[config.mk]
export PLATFORM = sky130hd
export DESIGN_NAME = gpio_port
export DESIGN_NICKNAME = d
export VERILOG_FILES = /design/src/rtl/gpio_pkg.sv /design/src/rtl/gpio_sync.sv /design/src/rtl/gpio_regs.sv /design/src/rtl/gpio_pads.sv /design/src/rtl/gpio_port.sv
export SDC_FILE = /design/constraint.sdc
export NUM_CORES = 1
export LEC_CHECK = 0
export ABC_AREA = 1
export ABC_CLOCK_PERIOD_IN_PS = 1150
export BUFFER_PORTS_ARGS = -buffer_cell sky130_fd_sc_hd__buf_4
export CORE_MARGIN = 2
export CORE_UTILIZATION = 46
export CTS_CLUSTER_DIAMETER = 100
export DETAILED_ROUTE_END_ITERATION = 16
export PLACE_DENSITY = 0.83
export SYNTH_ARGS = -nofsm -noshare
export SYNTH_HDL_FRONTEND = slang
export SYNTH_SLANG_ARGS = --single-unit
[constraint.sdc]
create_clock -name clk -period 1.15 [get_ports clk]
set_input_delay 0.115 -clock clk [delete_from_list [all_inputs] [get_ports clk]]
set_output_delay 0.115 -clock clk [all_outputs]
set_load 0.03 [all_outputs]
[src/rtl/gpio_pkg.sv]
package gpio_pkg;
  localparam int unsigned BUS_W = 8;
  localparam int unsigned IDX_W = 3;

  typedef enum logic [1:0] {
    CMD_IDLE  = 2'b00,
    CMD_WRITE = 2'b01,
    CMD_BSET  = 2'b10,
    CMD_BCLR  = 2'b11
  } gpio_cmd_e;

  localparam logic SEL_DATA = 1'b0;
  localparam logic SEL_DIR  = 1'b1;

  // Force one bit of a bus word; an index at or above width leaves it alone.
  function automatic logic [BUS_W-1:0] rmw_bit(input logic [BUS_W-1:0] base,
                                               input logic [IDX_W-1:0] idx,
                                               input logic val,
                                               input int unsigned width);
    logic [BUS_W-1:0] r;
    r = base;
    if (32'(idx) < width) r[idx] = val;
    return r;
  endfunction

  // Output enable of one pad: push-pull drives when configured as output,
  // open-drain only when configured as output and pulling low.
  function automatic logic pad_enable(input logic dir_bit, input logic lat_bit,
                                      input logic open_drain);
    return open_drain ? (~dir_bit & ~lat_bit) : ~dir_bit;
  endfunction
endpackage

[src/rtl/gpio_sync.sv]
module gpio_sync #(
  parameter int unsigned WIDTH  = 5,
  parameter int unsigned STAGES = 2
) (
  input  logic             clk,
  input  logic             rst_n,
  input  logic [WIDTH-1:0] d_async,
  output logic [WIDTH-1:0] d_sync
);
  logic [WIDTH-1:0] stg [STAGES];

  generate
    for (genvar s = 0; s < STAGES; s++) begin : g_stage
      always_ff @(posedge clk or negedge rst_n) begin
        if (!rst_n) stg[s] <= '0;
        else if (s == 0) stg[s] <= d_async;
        else stg[s] <= stg[(s == 0) ? 0 : s-1];
      end
    end
  endgenerate

  assign d_sync = stg[STAGES-1];
endmodule

[src/rtl/gpio_regs.sv]
module gpio_regs
  import gpio_pkg::*;
#(
  parameter int unsigned PORT_W = 5
) (
  input  logic              clk,
  input  logic              rst_n,
  input  logic [1:0]        cmd,
  input  logic              addr,
  input  logic [PORT_W-1:0] wr_val,
  input  logic [IDX_W-1:0]  bit_idx,
  input  logic [PORT_W-1:0] pins_sync,
  output logic [PORT_W-1:0] lat_q,
  output logic [PORT_W-1:0] dir_q,
  output logic              data_upd,
  output logic              dir_upd,
  output logic              idx_in_range
);
  gpio_cmd_e        op;
  logic             is_bitop;
  logic             bit_val;
  logic [BUS_W-1:0] data_mod;
  logic [BUS_W-1:0] dir_mod;
  logic [PORT_W-1:0] lat_nxt;
  logic [PORT_W-1:0] dir_nxt;

  assign op           = gpio_cmd_e'(cmd);
  assign is_bitop     = (op == CMD_BSET) || (op == CMD_BCLR);
  assign bit_val      = (op == CMD_BSET);
  assign idx_in_range = 32'(bit_idx) < PORT_W;
  assign data_upd     = (op != CMD_IDLE) && (addr == SEL_DATA);
  assign dir_upd      = (op != CMD_IDLE) && (addr == SEL_DIR);

  // Data bit ops start from the pins, direction bit ops from the register.
  assign data_mod = rmw_bit(BUS_W'(pins_sync), bit_idx, bit_val, PORT_W);
  assign dir_mod  = rmw_bit(BUS_W'(dir_q), bit_idx, bit_val, PORT_W);

  always_comb begin
    lat_nxt = lat_q;
    dir_nxt = dir_q;
    if (data_upd) lat_nxt = is_bitop ? data_mod[PORT_W-1:0] : wr_val;
    if (dir_upd)  dir_nxt = is_bitop ? dir_mod[PORT_W-1:0] : wr_val;
  end

  always_ff @(posedge clk or negedge rst_n) begin
    if (!rst_n) begin
      lat_q <= '0;
      dir_q <= '1;
    end else begin
      lat_q <= lat_nxt;
      dir_q <= dir_nxt;
    end
  end

  AST_DATA_WR_KEEPS_DIR: assert property (@(posedge clk) disable iff (!rst_n)
    data_upd |=> $stable(dir_q));

  AST_DATA_BSET_BIT: assert property (@(posedge clk) disable iff (!rst_n)
    (data_upd && op == CMD_BSET && idx_in_range) |=> lat_q[$past(bit_idx)]);

  AST_DIR_BCLR_BIT: assert property (@(posedge clk) disable iff (!rst_n)
    (dir_upd && op == CMD_BCLR && idx_in_range) |=> !dir_q[$past(bit_idx)]);

  AST_DIR_OOR_STABLE: assert property (@(posedge clk) disable iff (!rst_n)
    (dir_upd && is_bitop && !idx_in_range) |=> $stable(dir_q));
endmodule

[src/rtl/gpio_pads.sv]
module gpio_pads
  import gpio_pkg::*;
#(
  parameter int unsigned      PORT_W  = 5,
  parameter logic [PORT_W-1:0] OD_MASK = {1'b1, {(PORT_W-1){1'b0}}}
) (
  input  logic [PORT_W-1:0] lat_q,
  input  logic [PORT_W-1:0] dir_q,
  output logic [PORT_W-1:0] pin_out,
  output logic [PORT_W-1:0] pin_oe
);
  generate
    for (genvar i = 0; i < PORT_W; i++) begin : g_pad
      if (OD_MASK[i]) begin : g_od
        assign pin_out[i] = 1'b0;
        assign pin_oe[i]  = pad_enable(dir_q[i], lat_q[i], 1'b1);
      end else begin : g_pp
        assign pin_out[i] = lat_q[i];
        assign pin_oe[i]  = pad_enable(dir_q[i], lat_q[i], 1'b0);
      end
    end
  endgenerate
endmodule

[src/rtl/gpio_port.sv]
module gpio_port
  import gpio_pkg::*;
#(
  parameter int unsigned       PORT_W   = 5,
  parameter int unsigned       SYNC_N   = 2,
  parameter int unsigned       TMR_BIT  = 4,
  parameter logic [PORT_W-1:0] OD_MASK  = {1'b1, {(PORT_W-1){1'b0}}}
) (
  input  logic              clk,
  input  logic              rst_n,
  input  logic [1:0]        cmd,
  input  logic              addr,
  input  logic [BUS_W-1:0]  wdata,
  input  logic [IDX_W-1:0]  bit_idx,
  input  logic              rd_addr,
  output logic [BUS_W-1:0]  rdata,
  input  logic [PORT_W-1:0] pin_in,
  output logic [PORT_W-1:0] pin_out,
  output logic [PORT_W-1:0] pin_oe,
  output logic              tmr_clk
);
  localparam logic [PORT_W-1:0] PP_MASK = ~OD_MASK;

  logic [PORT_W-1:0] pins_sync;
  logic [PORT_W-1:0] lat_q;
  logic [PORT_W-1:0] dir_q;
  logic              data_upd;
  logic              dir_upd;
  logic              idx_in_range;
  logic              unused_wdata_hi;

  assign unused_wdata_hi = ^wdata[BUS_W-1:PORT_W];

  gpio_sync #(.WIDTH(PORT_W), .STAGES(SYNC_N)) u_sync (
    .clk(clk), .rst_n(rst_n), .d_async(pin_in), .d_sync(pins_sync));

  gpio_regs #(.PORT_W(PORT_W)) u_regs (
    .clk(clk), .rst_n(rst_n), .cmd(cmd), .addr(addr),
    .wr_val(wdata[PORT_W-1:0]), .bit_idx(bit_idx), .pins_sync(pins_sync),
    .lat_q(lat_q), .dir_q(dir_q), .data_upd(data_upd), .dir_upd(dir_upd),
    .idx_in_range(idx_in_range));

  gpio_pads #(.PORT_W(PORT_W), .OD_MASK(OD_MASK)) u_pads (
    .lat_q(lat_q), .dir_q(dir_q), .pin_out(pin_out), .pin_oe(pin_oe));

  assign tmr_clk = pins_sync[TMR_BIT];
  assign rdata   = (rd_addr == SEL_DATA) ? BUS_W'(pins_sync) : BUS_W'(dir_q);

  // Cycles since reset, saturating; gates the two-deep look into the past.
  logic [1:0] age_q;
  always_ff @(posedge clk or negedge rst_n) begin
    if (!rst_n) age_q <= '0;
    else if (age_q != 2'd3) age_q <= age_q + 2'd1;
  end

  always_comb begin
    AST_RD_HIGH_ZERO: assert (rdata[BUS_W-1:PORT_W] == '0);
  end

  AST_OE_FOLLOWS_DIR: assert property (@(posedge clk) disable iff (!rst_n)
    (dir_upd && gpio_cmd_e'(cmd) == CMD_WRITE) |=>
      ((pin_oe & PP_MASK) == (~$past(wdata[PORT_W-1:0]) & PP_MASK)));

  AST_OD_RELEASE: assert property (@(posedge clk) disable iff (!rst_n)
    (dir_upd && gpio_cmd_e'(cmd) == CMD_WRITE && wdata[TMR_BIT]) |=>
      !pin_oe[TMR_BIT]);

  AST_OD_NEVER_HIGH: assert property (@(posedge clk) disable iff (!rst_n)
    !((pin_oe & OD_MASK & pin_out) != '0));

  AST_SYNC_LATENCY: assert property (@(posedge clk) disable iff (!rst_n)
    (age_q == 2'd3) |-> (tmr_clk == $past(pin_in[TMR_BIT], 2)));

  AST_TMR_TAP_MATCH: assert property (@(posedge clk) disable iff (!rst_n)
    (rd_addr == SEL_DATA) |-> (tmr_clk == rdata[TMR_BIT]));
endmodule

# ---- Word level (Yosys, flattened, before mapping)
# Index checks and enable logic that the tools add are counted.
dict set report classes {
  eq_ne 3
  magnitude_cmp 3
  n_reduce_logical 6
  muxes 9
  n_bitwise 8
}
# cell n
set op_table {}
lappend op_table {{two-way mux 5 bit} 5}
lappend op_table {{bitwise mux 8 bit} 2}
lappend op_table {{inverter 1 bit} 7}
lappend op_table {{equality test 2 bit, second input constant} 2}
lappend op_table {{< comparator 3 x 4 -> 1 bit, second input constant} 1}
lappend op_table {{demux 1 bit (select 3 bit)} 1}
lappend op_table {{>= comparator 3 x 1 -> 1 bit, second input constant} 1}
lappend op_table {{logical AND 1 bit} 3}
lappend op_table {{< comparator 3 bit, second input constant} 1}
lappend op_table {{inequality test 2 bit, second input constant} 1}
lappend op_table {{AND reduction 2 bit} 1}
lappend op_table {{nonzero test 2 bit} 1}
lappend op_table {{bitwise AND 1 bit} 1}
lappend op_table {{logical OR 1 bit} 1}
lappend op_table {{two-way mux 1 bit} 1}
dict set report totals {
  ff_bits 20
  wordCells 33
  output_inout_bits 19
  inputBits 22
}

# ---- Longest topological paths before layout
# Gate-level depths: netlist of the first run.
dict set report logic_depth {
  ltp_word 7
  depth_mapped 7
  mapped_depth_nobuf 7
}

# ---- By module
# Synthesis of the first run repeated with hierarchy kept, for this count alone.
dict set report unflattened {
  hier_cells 142
  area_unflattened_um2 1062.3
}
# mod area_each_um2 seq_area_each_um2 cells_per_inst instances
set modules_own_cells {}
lappend modules_own_cells {gpio_regs 628.1 256.5 96 1}
lappend modules_own_cells {gpio_sync 287.8 250.2 15 1}
lappend modules_own_cells {gpio_port 86.3 0.0 20 1}
lappend modules_own_cells {gpio_pads 60.1 0.0 11 1}

# ---- Least setup slack after synthesis of the first run
# No wires, ideal clock.
dict set report synth_path {
  kind {reg2out}
  startpoint {register u_regs.dir_q[1]}
  endpoint {output rdata[1]}
  slack_ps -158
  arrival_time_ps 1193
  stages_incl_launch_ff 3
  t_required_ps 1035
  n_path_buf 0
  cell_sequence {dfstp_2 > inv_1 > a21oi_1}
}
dict set report synth_between {
  elab_chain_cells 1
}
# item line
set synth_lines {}
lappend synth_lines {{from (decl)} gpio_regs.sv:14} ;# output logic [PORT_W-1:0] dir_q,
lappend synth_lines {{from (signal assigned)} gpio_regs.sv:51} ;# dir_q <= dir_nxt;
lappend synth_lines {{two-way mux 5 bit} gpio_port.sv:47} ;# assign rdata = (rd_addr == SEL_DATA) ? BUS_W'(pins_sync) : BUS_W'(dir_q);
lappend synth_lines {{to (decl)} gpio_port.sv:16} ;# output logic [BUS_W-1:0] rdata,
# No other way between the ends.

# ---- Worst setup path after layout of the first run
# Ends and elaborated chain as after synthesis.

==> flow_metrics.py, run 1 <==
metrics = {
    "place": {
        "pre_cts_ws_ns": 0.157,
        "gp_congestion": 0.831,
        "io_buffers": 33,
        "dp_hpwl_um": 1570,
    },
    "min_path": {
        "hold_depth": 4,
        "min-delay-path-class": "primary input to register",
        "whs_endpoint": "u_regs.lat_q[4]",
        "worstHoldStart": "addr",
    },
    "global_routing": {
        "use_met1_pct": 22.3,
        "grt_remaining_overflow": 0,
        "antenna_found_initial": 0,
        "busiest_layer": "met2",
        "met2_usage_pct": 34.0,
        "grt.total_usage_pct": 18.9,
        "grt_pass1_vias": 892,
        "grt_max_degree": 21,
        "met3_usage_pct": 3.87,
        "grt_pass1_wl_um": 3640,
    },
    "critical_path": {
        "worstPathRequired_ns": 1.03,
        "worstRegToRegCells": 3,
        "r2r_setup_slack_ns": 0.30,
        "rr_startpoint": "u_regs.dir_q[0]",
        "cp_data_arrival_time_ns": 1.17,
        "cp-start-kind": "register",
        "crit_fanout": 2,
        "end_kind": "primary output",
        "timing.rr.end": "u_regs.dir_q[0]",
        "criticalPathCategory": "register to primary output",
    },
    "clocking": {
        "cts_sinks": 20,
        "cts.clk_slew.worst_paths_ns": 0.11,
        "h-tree-depth": 1,
        "cts_tree": "built",
        "cts_buffer_depth": 2,
        "clock_latency_ns": 0.30,
        "numCtsBuffers": 3,
        "clock-root-buffer": "clkbuf_4",
    },
    "drt": {
        "ant_nets": 0,
        "vias": 907,
        "via_per_inst": 4.68,
        "dr.pass1.iters": 4,
        "drtIter0Drc": 10,
        "avgRoutedWirePerCell_um": 10.9,
        "drcViolationCount": 0,
        "totalWireLength_um": 2120,
    },
    "sta": {
        "skew_ns": 0.00297,
        "worst_slack_ns": -0.138,
        "rsz0062_at_grt": "yes",
        "maxSlewViolCount": 0,
        "hold_violations": 0,
        "min_period_ns": 1.29,
        "finalCritPeriodShare_pct": 112,
        "setup_tns_ns": -0.859,
        "timing.final.setup_violations": 9,
        "max_freq_ghz": 0.776,
        "hold_slack_ns": 0.0936,
    },
    "finish": {
        "n_fill_cell": 162,
        "drive_above_1_share_pct": 31.1,
        "regArea_um2": 507,
        "layout_commonest_cell": "nand2_1",
        "area_growth_pct": 38.6,
        "final_nets": 190,
        "layout_common_cells": "nand2_1 (56), buf_4 (28), dfrtp_1 (15)",
        "antennaDiodeCount": 0,
        "multi_input_area_um2": 380,
    },
    "power": {
        "pwr-share-seq_pct": 41.3,
        "clockPowerShare_pct": 27.7,
        "p_int_mw": 1.41,
        "power_mw": 2.05,
        "ir_drop_uv": 1010,
        "combinationalPowerShare_pct": 31.0,
        "swShare_pct": 31.0,
        "leakage_nw": 0.745,
        "powerDensity_nw_per_um2": 1490,
        "power.switching_mw": 0.634,
    },
    "synthesis": {
        "ys_seq_elements": 20,
        "syn_area_per_cell_um2": 7.67,
        "ys_seq_area_share_pct": 51.2,
        "syn-cell-area_um2": 990,
        "synth_top_area_share_pct": 37.9,
        "synth_area_leader_cell": "dfrtp_1",
        "ys_top_cells_by_area": "dfrtp_1 (38%), nand2_1 (21%), dfstp_2 (13%)",
        "syn_inst": 129,
        "yosysWarnings": 0,
        "ys_types": 15,
    },
    "outcome": {
        "violations": "negative setup slack",
        "outcome": "finished with violations",
    },
    "floorplanning": {
        "die-area_um2": 2540,
        "dieHeight_um": 50.4,
        "die_w_um": 50.4,
        "io_pins": 41,
        "core_area_um2": 2000,
        "start_util_pct": 49.4,
        "rows": 16,
    },
    "job": {
        "drv_cap": 0,
    },
}
layer usage:
metal,vias to the layer above,wire length (um),part of all wire (%)
met3,4,117,5.5
met1,416,861,41
met4,0,20,0.94
met2,30,1120,53
li1,457,-,-
met5,-,0,0
final cells by class:
class                   count  share of cell area [%]
inverters                  13                    3.56
flip-flops and latches     20                    37.0
repair buffers             41                    25.5
well taps                  27                    2.46
clock inverters             1                    2.19
clock buffers               3                    1.64
multi-input cells          89                    27.7
synthesized netlist by cell type:
| library cell | count |
|---|---|
| buf_2 | 1 |
| nor2_1 | 7 |
| o21ai_1 | 1 |
| nand2_1 | 56 |
| dfstp_2 | 5 |
| conb_1 | 1 |
| inv_1 | 13 |
| a21oi_1 | 2 |
| nor2_2 | 2 |
| buf_4 | 9 |
| mux2_2 | 1 |
| dfrtp_1 | 15 |
| nand3_1 | 11 |
| o21ai_0 | 4 |
| nand3b_1 | 1 |
per-stage QoR:
stage / utilization, % / instance area (um2) / cells
2_1_floorplan: - / 1010 / 132
3_3_place_gp: 60.8 / 1220 / 182
3_5_place_dp: 60.8 / 1220 / 182
4_1_cts: 67.9 / 1360 / 193
5_1_grt: 68.5 / 1370 / 194
6_report: 68.5 / 1370 / 194
critical path, stage by stage (launching register included):
cell	delay (ns)
dfstp_2	0.55
inv_2	0.05
a21oi_2	0.14
buf_6	0.14
worst max-delay path by stage:
stage | from | depth (start not counted) | to
floorplan | u_sync.d_sync[0] | 2 | rdata[0]
global placement | u_regs.dir_q[0] | 3 | rdata[0]
detailed placement | bit_idx[1] | 7 | u_regs.dir_q[2]
CTS | u_regs.dir_q[0] | 3 | rdata[0]
global route | u_regs.dir_q[0] | 3 | rdata[0]
finish | u_regs.dir_q[1] | 3 | rdata[1]
logic make-up after synthesis:
logic type	share of synthesized area, %
flops	51.2
buf+inv	12.3
simple gates	31.5
other cells	0.379
compound gates	3.54
mux	1.14
what timing repair did:
action | in CTS | in global routing
endpoints found under the setup margin | 10 | 10
setup buffers | 1 | 1
hold endpoints to repair | 25 | 0
gates resized for setup | 9 | 2
hold buffers | 6 | 0
pin swaps | 1 | 2
gates cloned | 0 | 0
power groups by stage:
stage / clock network [mW] / logic (mW) / registers [mW]
after global placement: 0 / 0.553 / 0.854
final: 0.568 / 0.634 / 0.846
after CTS: 0.581 / 0.621 / 0.846
after floorplan: 0 / 0.386 / 0.847
after detailed placement: 0 / 0.564 / 0.859
after global routing: 0.612 / 0.690 / 0.861
registers in the layout, summed over array words and instances, names as in the netlist:
signal	flops
u_regs.dir_q	5
u_regs.lat_q	5
u_sync.d_sync	5
u_sync.stg	5
No activity file was read; power rests on OpenSTA's default activity.
==> run 2, diff against run 1 <==
- CELL_PAD_IN_SITES_DETAIL_PLACEMENT: not set -> 1
- CELL_PAD_IN_SITES_GLOBAL_PLACEMENT: not set -> 1
- CORE_UTILIZATION: 46 -> 35
- PLACE_DENSITY: 0.83 -> 0.89
==> flow_metrics.py, run 2 (synthesized netlist as in run 1, its figures left out) <==
metrics = {
    "outcome": {
        "outcome": "finished with violations",
        "violations": "negative setup slack",
    },
    "global_routing": {
        "antenna_found_initial": 0,
        "grt.total_usage_pct": 18.5,
        "grt_pass1_wl_um": 4660,
        "grt_max_degree": 21,
        "grt_remaining_overflow": 0,
        "grt_pass1_vias": 1024,
    },
    "critical_path": {
        "r2r_setup_slack_ns": 0.23,
        "slowest_delay_ns": 0.56,
        "path_cells": "inv_2 > a21oi_2 > buf_6",
        "worst_path_max_delay_cell": "dfstp_2",
        "crit_fanout": 2,
        "cp-start-kind": "register",
        "worstPathBufferInverterCount": 2,
        "crit_path_start": "u_regs.dir_q[3]",
        "timing.rr.end": "u_regs.dir_q[0]",
        "crit_path_end": "rdata[3]",
        "rr_startpoint": "u_regs.dir_q[0]",
        "cp.depth": 3,
        "worstPathRequired_ns": 1.03,
        "worstRegToRegCells": 4,
        "end_kind": "primary output",
        "cp_data_arrival_time_ns": 1.21,
        "criticalPathCategory": "register to primary output",
        "path_delay_family": "flip-flops",
    },
    "drt": {
        "drtIter0Drc": 19,
        "via_per_inst": 4.66,
        "drcViolationCount": 0,
        "avgRoutedWirePerCell_um": 13.3,
        "dr.pass1.iters": 3,
        "totalWireLength_um": 2680,
        "ant_nets": 0,
        "vias": 942,
    },
    "sta": {
        "min_period_ns": 1.32,
        "skew_ns": 0.00490,
        "rsz0062_at_grt": "yes",
        "worst_slack_ns": -0.174,
        "max_freq_ghz": 0.755,
        "hold_violations": 0,
        "hold_slack_ns": 0.167,
        "timing.final.setup_violations": 10,
        "finalCritPeriodShare_pct": 115,
        "maxSlewViolCount": 0,
    },
    "floorplanning": {
        "rows": 19,
        "die_w_um": 57.2,
        "io_pins": 41,
        "die-area_um2": 3270,
        "dieHeight_um": 57.2,
        "core_area_um2": 2710,
        "start_util_pct": 36.5,
    },
    "finish": {
        "layout_common_cells": "nand2_1 (56), buf_4 (25), dfrtp_1 (15)",
        "drive_above_1_share_pct": 34.5,
        "n_fill_cell": 337,
        "antennaDiodeCount": 0,
        "final_nets": 194,
        "finalNonFillerCells": 202,
        "layout_commonest_cell": "nand2_1",
        "final_core_util_pct": 53.2,
        "area_growth_pct": 45.8,
    },
    "place": {
        "io_buffers": 33,
        "placed_cells": 187,
        "gp_congestion": 0.707,
        "dp_hpwl_um": 1950,
    },
    "min_path": {
        "min-delay-path-class": "primary input to register",
    },
    "clocking": {
        "numCtsBuffers": 3,
        "clock-root-buffer": "clkbuf_4",
        "h-tree-depth": 1,
        "cts_sinks": 20,
        "cts_buffer_depth": 2,
        "cts_tree": "built",
        "clock_latency_ns": 0.30,
        "cts.clk_slew.worst_paths_ns": 0.12,
    },
    "power": {
        "powerDensity_nw_per_um2": 1480,
        "ir_drop_uv": 930,
        "power_mw": 2.14,
        "leakage_nw": 0.778,
    },
    "job": {
        "drv_cap": 0,
    },
}
## run 2: how the worst min path moves through the flow
stage,startpoint,to,slack [ns],cells after the start
3_3_place_gp,rst_n,u_regs.lat_q[4],-0.0007,1
4_1_cts,wdata[0],u_regs.dir_q[0],0.16,5
2_1_floorplan,rst_n,u_regs.lat_q[0],-0.18,0
5_1_grt,addr,u_regs.dir_q[4],0.18,3
3_5_place_dp,rst_n,u_regs.lat_q[0],0.008,1
6_report,wdata[0],u_regs.dir_q[0],0.17,5
## run 2: timing repair
action | CTS | global route
pin swaps | 2 | 1
resized for setup | 15 | 8
gates cloned | 0 | 0
buffers inserted | 4 | 1
endpoints found under the setup margin | 10 | 11
hold buffers | 6 | 0
hold endpoints to repair | 25 | 0
## run 2: power by group
group / total (mW) / switching (mW) / internal [mW]
registers: 0.851 / 0.0494 / 0.802
clock network: 0.575 / 0.223 / 0.352
logic: 0.709 / 0.402 / 0.307
## run 2: layer usage
layer,share of wire (%),global-route usage [%],vias up
li1,-,-,467
met1,39,22.4,443
met2,55,33.0,26
met3,4.4,3.40,6
met4,1.3,6.64,0
met5,0,0,-
## run 2: per-stage QoR
stage | setup slack [ns] | setup TNS (ns) | area (um2)
3_5_place_dp | 0.164 | 0 | 1230
6_report | -0.174 | -1.03 | 1440
2_1_floorplan | 0.0140 | 0 | 1010
4_1_cts | -0.178 | -1.11 | 1410
3_3_place_gp | 0.183 | 0 | 1230
5_1_grt | -0.222 | -1.57 | 1440
## run 2: worst register-to-register path: stages (launching register included)
cell and delay [ns]:
dfstp_2 0.56, buf_6 0.09, buf_4 0.09, nand2_1 0.04, o21ai_0 0.06
## run 2: final cells by class
type	instances	area [um2]	share of cell area (%)
Timing Repair Buffer	45	405	28.1
Sequential cell	20	507	35.1
Inverter	13	48.8	3.38
Clock inverter	1	30.0	2.08
Multi-Input combinational cell	89	390	27.1
Clock buffer	3	22.5	1.56
Tap cell	31	38.8	2.69
